File: src/rtl/lcell_pkg.sv
package lcell_pkg;

  typedef enum logic {
    OUT_REGISTERED = 1'b0,
    OUT_DIRECT     = 1'b1
  } lcell_omode_e;

  function automatic int unsigned lcell_chain_len(int unsigned n_in, int unsigned sel_w);
    return (32'd1 << n_in) + n_in * sel_w + 32'd1;
  endfunction

endpackage

File: src/rtl/lcell_rst_sync.sv
module lcell_rst_sync #(
  parameter int unsigned STAGES = 2
) (
  input  logic clk,
  input  logic rst_n,
  output logic rst_sync_n
);

  logic [STAGES-1:0] stage_q;
  logic [STAGES-1:0] stage_d;

  always_comb begin
    stage_d = {stage_q[STAGES-2:0], 1'b1};
  end

  always_ff @(posedge clk or negedge rst_n) begin
    if (!rst_n) stage_q <= '0;
    else        stage_q <= stage_d;
  end

  assign rst_sync_n = stage_q[STAGES-1];

endmodule

File: src/rtl/lcell_andor_mux.sv
module lcell_andor_mux #(
  parameter int unsigned N     = 8,
  parameter int unsigned W     = 1,
  parameter int unsigned SEL_W = (N > 1) ? $clog2(N) : 1
) (
  input  logic [N*W-1:0]  data_i,
  input  logic [SEL_W-1:0] sel_i,
  output logic [W-1:0]    data_o
);

  logic [N-1:0]   onehot;
  logic [N*W-1:0] masked;

  // one-hot decode of the select code
  always_comb begin
    for (int j = 0; j < N; j++) begin
      onehot[j] = (sel_i == SEL_W'(j));
    end
  end

  // AND-mask stage: N*W gates
  for (genvar j = 0; j < N; j++) begin : g_mask
    assign masked[j*W +: W] = data_i[j*W +: W] & {W{onehot[j]}};
  end

  // OR-collapse stage: (N-1)*W gates
  always_comb begin
    data_o = masked[W-1:0];
    for (int j = 1; j < N; j++) begin
      data_o = data_o | masked[j*W +: W];
    end
  end

endmodule

File: src/rtl/lcell_cfg_chain.sv
module lcell_cfg_chain #(
  parameter int unsigned LEN = 29
) (
  input  logic           clk,
  input  logic           rst_n,
  input  logic           shift_en,
  input  logic           si,
  output logic           so,
  output logic [LEN-1:0] cfg_o
);

  logic [LEN-1:0] chain_q;
  logic [LEN-1:0] chain_d;

  always_comb begin
    if (shift_en) chain_d = {chain_q[LEN-2:0], si};
    else          chain_d = chain_q;
  end

  always_ff @(posedge clk or negedge rst_n) begin
    if (!rst_n) chain_q <= '0;
    else        chain_q <= chain_d;
  end

  assign cfg_o = chain_q;
  assign so    = chain_q[LEN-1];

endmodule

File: src/rtl/lcell_out_stage.sv
module lcell_out_stage
  import lcell_pkg::*;
(
  input  logic         clk,
  input  logic         rst_n,
  input  logic         hold_i,
  input  lcell_omode_e mode_i,
  input  logic         lut_i,
  output logic         reg_o,
  output logic         cell_o
);

  logic reg_q;
  logic reg_d;
  logic reg_ce;

  assign reg_ce = ~hold_i;

  always_comb begin
    if (reg_ce) reg_d = lut_i;
    else        reg_d = reg_q;
  end

  always_ff @(posedge clk or negedge rst_n) begin
    if (!rst_n) reg_q <= 1'b0;
    else        reg_q <= reg_d;
  end

  always_comb begin
    unique case (mode_i)
      OUT_DIRECT:     cell_o = lut_i;
      OUT_REGISTERED: cell_o = reg_q;
      default:        cell_o = reg_q;
    endcase
  end

  assign reg_o = reg_q;

endmodule

File: src/rtl/lcell_top.sv
module lcell_top
  import lcell_pkg::*;
#(
  parameter int unsigned N_NBR    = 8,
  parameter int unsigned N_LUT_IN = 4
) (
  input  logic             clk,
  input  logic             rst_n,
  input  logic [N_NBR-1:0] nbr_i,
  input  logic             cfg_en,
  input  logic             cfg_si,
  output logic             cfg_so,
  output logic             cell_o
);

  localparam int unsigned SEL_W     = (N_NBR > 1) ? $clog2(N_NBR) : 1;
  localparam int unsigned TBL_N     = 1 << N_LUT_IN;
  localparam int unsigned SEL_BASE  = TBL_N;
  localparam int unsigned MODE_BIT  = TBL_N + N_LUT_IN * SEL_W;
  localparam int unsigned CHAIN_LEN = lcell_chain_len(N_LUT_IN, SEL_W);

  logic                 rst_sync_n;
  logic [CHAIN_LEN-1:0] cfg_w;
  logic [N_LUT_IN-1:0]  lut_idx;
  logic                 lut_bit;
  logic                 reg_q;
  lcell_omode_e         out_mode;

  lcell_rst_sync #(.STAGES(2)) u_rst_sync (
    .clk        (clk),
    .rst_n      (rst_n),
    .rst_sync_n (rst_sync_n)
  );

  lcell_cfg_chain #(.LEN(CHAIN_LEN)) u_chain (
    .clk      (clk),
    .rst_n    (rst_sync_n),
    .shift_en (cfg_en),
    .si       (cfg_si),
    .so       (cfg_so),
    .cfg_o    (cfg_w)
  );

  // one routing selector per table input
  for (genvar i = 0; i < N_LUT_IN; i++) begin : g_insel
    lcell_andor_mux #(.N(N_NBR), .W(1), .SEL_W(SEL_W)) u_sel (
      .data_i (nbr_i),
      .sel_i  (cfg_w[SEL_BASE + i*SEL_W +: SEL_W]),
      .data_o (lut_idx[i])
    );
  end

  // truth table read: same AND-OR structure, addressed by the routed bits
  lcell_andor_mux #(.N(TBL_N), .W(1), .SEL_W(N_LUT_IN)) u_table (
    .data_i (cfg_w[TBL_N-1:0]),
    .sel_i  (lut_idx),
    .data_o (lut_bit)
  );

  assign out_mode = lcell_omode_e'(cfg_w[MODE_BIT]);

  lcell_out_stage u_out (
    .clk    (clk),
    .rst_n  (rst_sync_n),
    .hold_i (cfg_en),
    .mode_i (out_mode),
    .lut_i  (lut_bit),
    .reg_o  (reg_q),
    .cell_o (cell_o)
  );

endmodule

File: config.mk
export PLATFORM = sky130hd
export DESIGN_NAME = lcell_top
export DESIGN_NICKNAME = d
export VERILOG_FILES = /design/src/rtl/lcell_pkg.sv /design/src/rtl/lcell_rst_sync.sv /design/src/rtl/lcell_andor_mux.sv /design/src/rtl/lcell_cfg_chain.sv /design/src/rtl/lcell_out_stage.sv /design/src/rtl/lcell_top.sv
export SDC_FILE = /design/constraint.sdc
export NUM_CORES = 1
export LEC_CHECK = 0
export BUFFER_PORTS_ARGS = -buffer_cell sky130_fd_sc_hd__buf_2
export CAP_MARGIN = 20
export CORE_ASPECT_RATIO = 1.75
export CORE_UTILIZATION = 40
export DETAILED_ROUTE_END_ITERATION = 7
export MAX_ROUTING_LAYER = met4
export PLACE_DENSITY = 0.63
export SKIP_LAST_GASP = 1
export SLEW_MARGIN = 20
export SYNTH_ARGS = -nofsm -noshare
export SYNTH_HDL_FRONTEND = slang
export SYNTH_HIERARCHICAL = 1
export SYNTH_SLANG_ARGS = --single-unit
export TNS_END_PERCENT = 1
File: constraint.sdc
create_clock -name clk -period 3.8 [get_ports clk]
set_input_delay 0.76 -clock clk [delete_from_list [all_inputs] [get_ports clk]]
set_output_delay 0.76 -clock clk [all_outputs]
set_load 0.005 [all_outputs]
# [After elaboration in Yosys (flattened, before gate mapping)]
# Cells that the tools add are included.
[totals] elab_cells=144 regBits=32 input_bits=12 rom_bits=0 memories=0 mem_bits_rw=0 latchBits=0
[op_classes] n_bitwise=92 addsub=0 mux=1 shift=0 reduce_logical=5 eq_ne=43 div_mod_pow=0 magnitude_cmp=0 mul=0
[ops] op="$and 1x1->1" n=48
[ops] op="$eq 3x3->1 const B" n=16
[ops] op="$or 1x1->1" n=43
[ops] op="$eq 4x4->1 const B" n=8
[ops] op="$eq 3x2->1 const B" n=8
[ops] op="$eq 4x3->1 const B" n=4
[ops] op="$eq 3x1->1 const B" n=4
[ops] op="$logic_not 3->1" n=4
[ops] op="$eq 4x2->1 const B" n=2
[ops] op="$eq 4x1->1 const B" n=1
[ops] op="$logic_not 4->1" n=1
[ops] op="$pmux 1 s2" n=1
[ops] op="$not 1->1" n=1

# [Logic depth before layout (Yosys ltp)]
[logic_depth] depth_word=27 ltp_mapped=8

# [Hierarchy]
# The synthesis kept the hierarchy.
[by_module_without_submodules] mod="lcell_cfg_chain" n_inst=1 cells_each=62 seq_area_each_um2=725.7 area_per_inst_um2=1124.8
[by_module_without_submodules] mod="lcell_andor_mux (g_insel[0].u_sel ...)" n_inst=4 cells_each=3 seq_area_each_um2=0.0 area_per_inst_um2=63.8
[by_module_without_submodules] mod="lcell_andor_mux (u_table)" n_inst=1 cells_each=21 seq_area_each_um2=0.0 area_per_inst_um2=167.7
[by_module_without_submodules] mod="lcell_rst_sync" n_inst=1 cells_each=3 seq_area_each_um2=50.0 area_per_inst_um2=53.8
[by_module_without_submodules] mod="lcell_out_stage" n_inst=1 cells_each=3 seq_area_each_um2=25.0 area_per_inst_um2=51.3

# [Worst setup path after synthesis]
# Ideal clock, no wire load.
[synth_timing] path_type="input-to-output" startpoint="in nbr_i[3]" endpoint="out cell_o" t_required_ns=3.040 n_path_buf=1 arrival_ns=2.659 path_slack_ns=0.381 stages=8 cell_sequence="mux4_1 > mux2_2 > buf_6 > mux4_2 > nand2b_1 > nand3_1 > o311ai_1 > mux2_1"
[synth_between] elab_chain_cells=24 word_cells_on_any_way=72 classes_between="15 x eq/ne; 1 x mux; 55 x bitwise; 1 x reduce/logical"
[synth_lines] item="from (decl)" line_no="lcell_top.sv:9" source="input logic [N_NBR-1:0] nbr_i,"
[synth_lines] item="$and 1x1->1 *" line_no="lcell_andor_mux.sv:23" source="assign masked[j*W +: W] = data_i[j*W +: W] & {W{onehot[j]}};"
[synth_lines] item="$or 1x1->1 * (5 in a row)" line_no="lcell_andor_mux.sv:30" source="data_o = data_o | masked[j*W +: W];"
[synth_lines] item="named net lut_idx[0]" line_no="lcell_top.sv:24" source="logic [N_LUT_IN-1:0] lut_idx;"
[synth_lines] item="$eq 4x1->1 / $logic_not 4->1 (equally long branches)" line_no="lcell_andor_mux.sv:17" source="onehot[j] = (sel_i == SEL_W'(j));"
[synth_lines] item="$and 1x1->1" line_no="lcell_andor_mux.sv:23"
[synth_lines] item="$or 1x1->1 (14 in a row)" line_no="lcell_andor_mux.sv:30"
[synth_lines] item="$or 1x1->1 *" line_no="lcell_andor_mux.sv:30"
[synth_lines] item="named net lut_bit" line_no="lcell_top.sv:25" source="logic lut_bit;"
[synth_lines] item="$pmux 1 s2 *" line_no="lcell_out_stage.sv:30" source="unique case (mode_i)"
[synth_lines] item="to (decl)" line_no="lcell_top.sv:13" source="output logic cell_o"
# The timed path passes the listed nets; every way through them passes the cells marked *.

# [Final worst setup path]
# Ends and elaborated chain as after synthesis.

==> qor.txt <==
status = finished, final reports clean
Total GRT Usage = 15.7%
final period utilization = 95.2%
Sink Count = 32
core area = 3900 um2
max-slew violations = 0
total negative slack = 0 ps
Top FF cell, synth = dfrtp_1
ratio of cells with drive above 1 in the final layout = 50.4%
nets = 130
CP delay by family, top = multiplexers
crit path cell chain = buf_2 -> mux4_1 -> mux2_2 -> mux4_2 -> nand2b_1 -> nand3_1 -> o311ai_1 -> mux2_1 -> buf_2
ANT nets after route = 0
Worst-Margin Slew = 772 ps
Finished Layout Cells = 167
vias in the first global route = 1038
dpl hpwl = 1900 um
most frequent CP cell = buf_2
clock share of power = 18.3%
depth of the CTS H-tree = 2
FILL cells = 374
synthesized instance count = 101
crit path capture type = primary output
max-cap violations = 0
Final Skew = 3.32 ps
initial antenna violation count = 0
synth warn = 6
pin count of the biggest net entering global routing = 31
RSZ-0062 raised after global routing = no
Area contributors post-synth = dfrtp_1 (48%), mux2_2 (16%), mux4_1 (13%)
Total Wirelength = 2690 um
clock root buffer = clkbuf_8
# setup viols final = 0
area grow syn2layout = 11.3%
#FFs+latches synth = 32
pre-CTS setup slack = 171 ps
placed insts = 159
die area = 4400 um2
Critical Path Start Type = input pin
initial core utilization = 42.3%
grt ovf = 0
Comb power frac = 39.3%
multi-input logic area = 802 um2
PortBufs = 13
clock slew at reported path FFs = 60 ps
Leakage = 0.832 nW
first-pass GRT wire length = 4850 um
arrival time worst endpoint = 2860 ps
number of CTS-inserted buffers = 5
most frequent cell after synthesis = dfrtp_1
Worst slew margin = 48.5%
final worst setup slack = 183 ps
CP Depth = 9
Mapped Area = 1650 um2
diode count = 0
DRT iter0 DRCs = 8
Final Hold Viols = 0
CTS tree = yes
R2R depth = 7
max incr delay on CP = 490 ps
dominant cell type by area after synthesis = dfrtp_1
Seq/Total Area, Yosys = 48.4%
I/O Pins = 14
syn_nets = 113
PD cells = 777 nW/um2
routability congestion estimate = 0.810
Post-synth EDFFs = 0
kind of critical path = input pin to primary output
count of buffer and inverter cells on the critical path = 2
Switching Fraction = 30.9%
FFs w/ async S/R, synth = 100%
cts hold-fix bufs = 0
HP Class = flip-flop to asynchronous set/reset pin
crit-path max FO = 4
syn avg cell area = 16.4 um2
internal power = 0.000988 W
# DRC = 0
die span in x = 50.6 um
synth unique cells = 26
Max rail drop VDD = 0.340 mV
Commonest cells post-synth = dfrtp_1 (32), mux2_2 (23), mux2_4 (11), mux4_1 (8), buf_6 (3)
Synth top area share = 48.4%
post-DR vias/cell = 5.62
clock latency on the worst-skew pair = 280 ps
Crit path required time = 3040 ps
sw power = 0.000441 W
Wirelength per Cell = 16.1 um
Die Y-Extent = 87.0 um
num rows = 30
Seq pwr share = 42.4%
CTS-repair resized insts = 0
sequential cell area = 801 um2
Post-CTS Setup Bufs = 0
clk buf depth = 2
CP max stage cell = mux4_1
via count = 939
shortest period the worst path allows = 3620 ps
Fmax achieved = 276 MHz
TritonRoute pass-1 iters = 4
## placed cells by master (no fill, tap or decap)
master / instances
clkbuf_8: 6
and2b_2: 1
nand2_1: 1
mux2_2: 23
mux2_4: 11
mux4_1: 8
buf_2: 13
or2b_2: 1
o21ai_0: 1
nor2b_1: 1
o32a_1: 1
inv_1: 1
nand2b_1: 1
dfrtp_1: 32
buf_4: 2
a21boi_0: 1
clkinv_2: 2
mux2_1: 1
mux2i_1: 2
conb_1: 1
a31oi_1: 2
nor2_1: 1
o311ai_1: 1
a211oi_1: 2
nand3_1: 1
a211o_1: 1
mux4_2: 1
## metal layers
layer	GRT usage, %	share of wire [%]	up-vias
li1	-	-	422
met1	16.9	39	488
met2	25.7	54	20
met3	3.84	3.5	9
met4	9.34	3.3	0
met5	-	0	-
## sequential cells by signal, indices dropped and copies added (netlist names)
name,cells
u_out/reg_o,1
u_rst_sync/stage_q,2
u_chain/cfg_o,29
## per-stage QoR
stage | hold slack [ps] | area [um2] | power (W) | util [%]
3_3_place_gp | 255 | 1750 | 0.00117 | 44.7
5_1_grt | 241 | 1840 | 0.00154 | 47.1
2_1_floorplan | 331 | 1650 | 0.00106 | -
4_1_cts | 239 | 1840 | 0.00145 | 47.1
3_5_place_dp | 268 | 1750 | 0.00118 | 44.7
6_report | 249 | 1840 | 0.00143 | 47.1
## worst paths after layout
path / to / slack (ps) / startpoint
worst max-delay path: cell_o / 180 / nbr_i[3]
worst min register to register: u_chain/cfg_o[16]$_DFFE_PN0P_ / 250 / u_rst_sync/stage_q[1]$_DFF_PN0_
max in group asynchronous: u_chain/cfg_o[21]$_DFFE_PN0P_ / 3270 / u_rst_sync/stage_q[1]$_DFF_PN0_
min in group clk: u_rst_sync/stage_q[1]$_DFF_PN0_ / 360 / u_rst_sync/stage_q[0]$_DFF_PN0_
worst min-delay path: u_chain/cfg_o[16]$_DFFE_PN0P_ / 250 / u_rst_sync/stage_q[1]$_DFF_PN0_
worst max register to register: u_out/reg_o$_DFFE_PN0N_ / 1370 / u_chain/cfg_o[17]$_DFFE_PN0P_
## final cells by class
cell class | instances | share of cell area (%)
Clock buffer | 6 | 4.49
Clock inverter | 2 | 0.544
Inverter | 1 | 0.204
Multi-Input combinational cell | 63 | 43.6
Sequential cell | 32 | 43.5
Tap cell | 48 | 3.27
Timing Repair Buffer | 15 | 4.35
## logic make-up after synthesis
family                 synth area share, %
muxes                                 41.6
DFF                                   48.4
AOI/OAI and AO/OA                     4.09
and+or+nand+nor                       2.57
buffers and inverters                 3.03
other                                0.227
## power by group through the flow
stage	clock, W	combinational [W]	sequential (W)
after floorplan	0	0.000492	0.000570
after global placement	0	0.000553	0.000613
after detailed placement	0	0.000561	0.000614
after CTS	0.000273	0.000565	0.000612
after global routing	0.000290	0.000619	0.000630
final	0.000262	0.000561	0.000606
No activity file was read; power rests on OpenSTA's default activity.
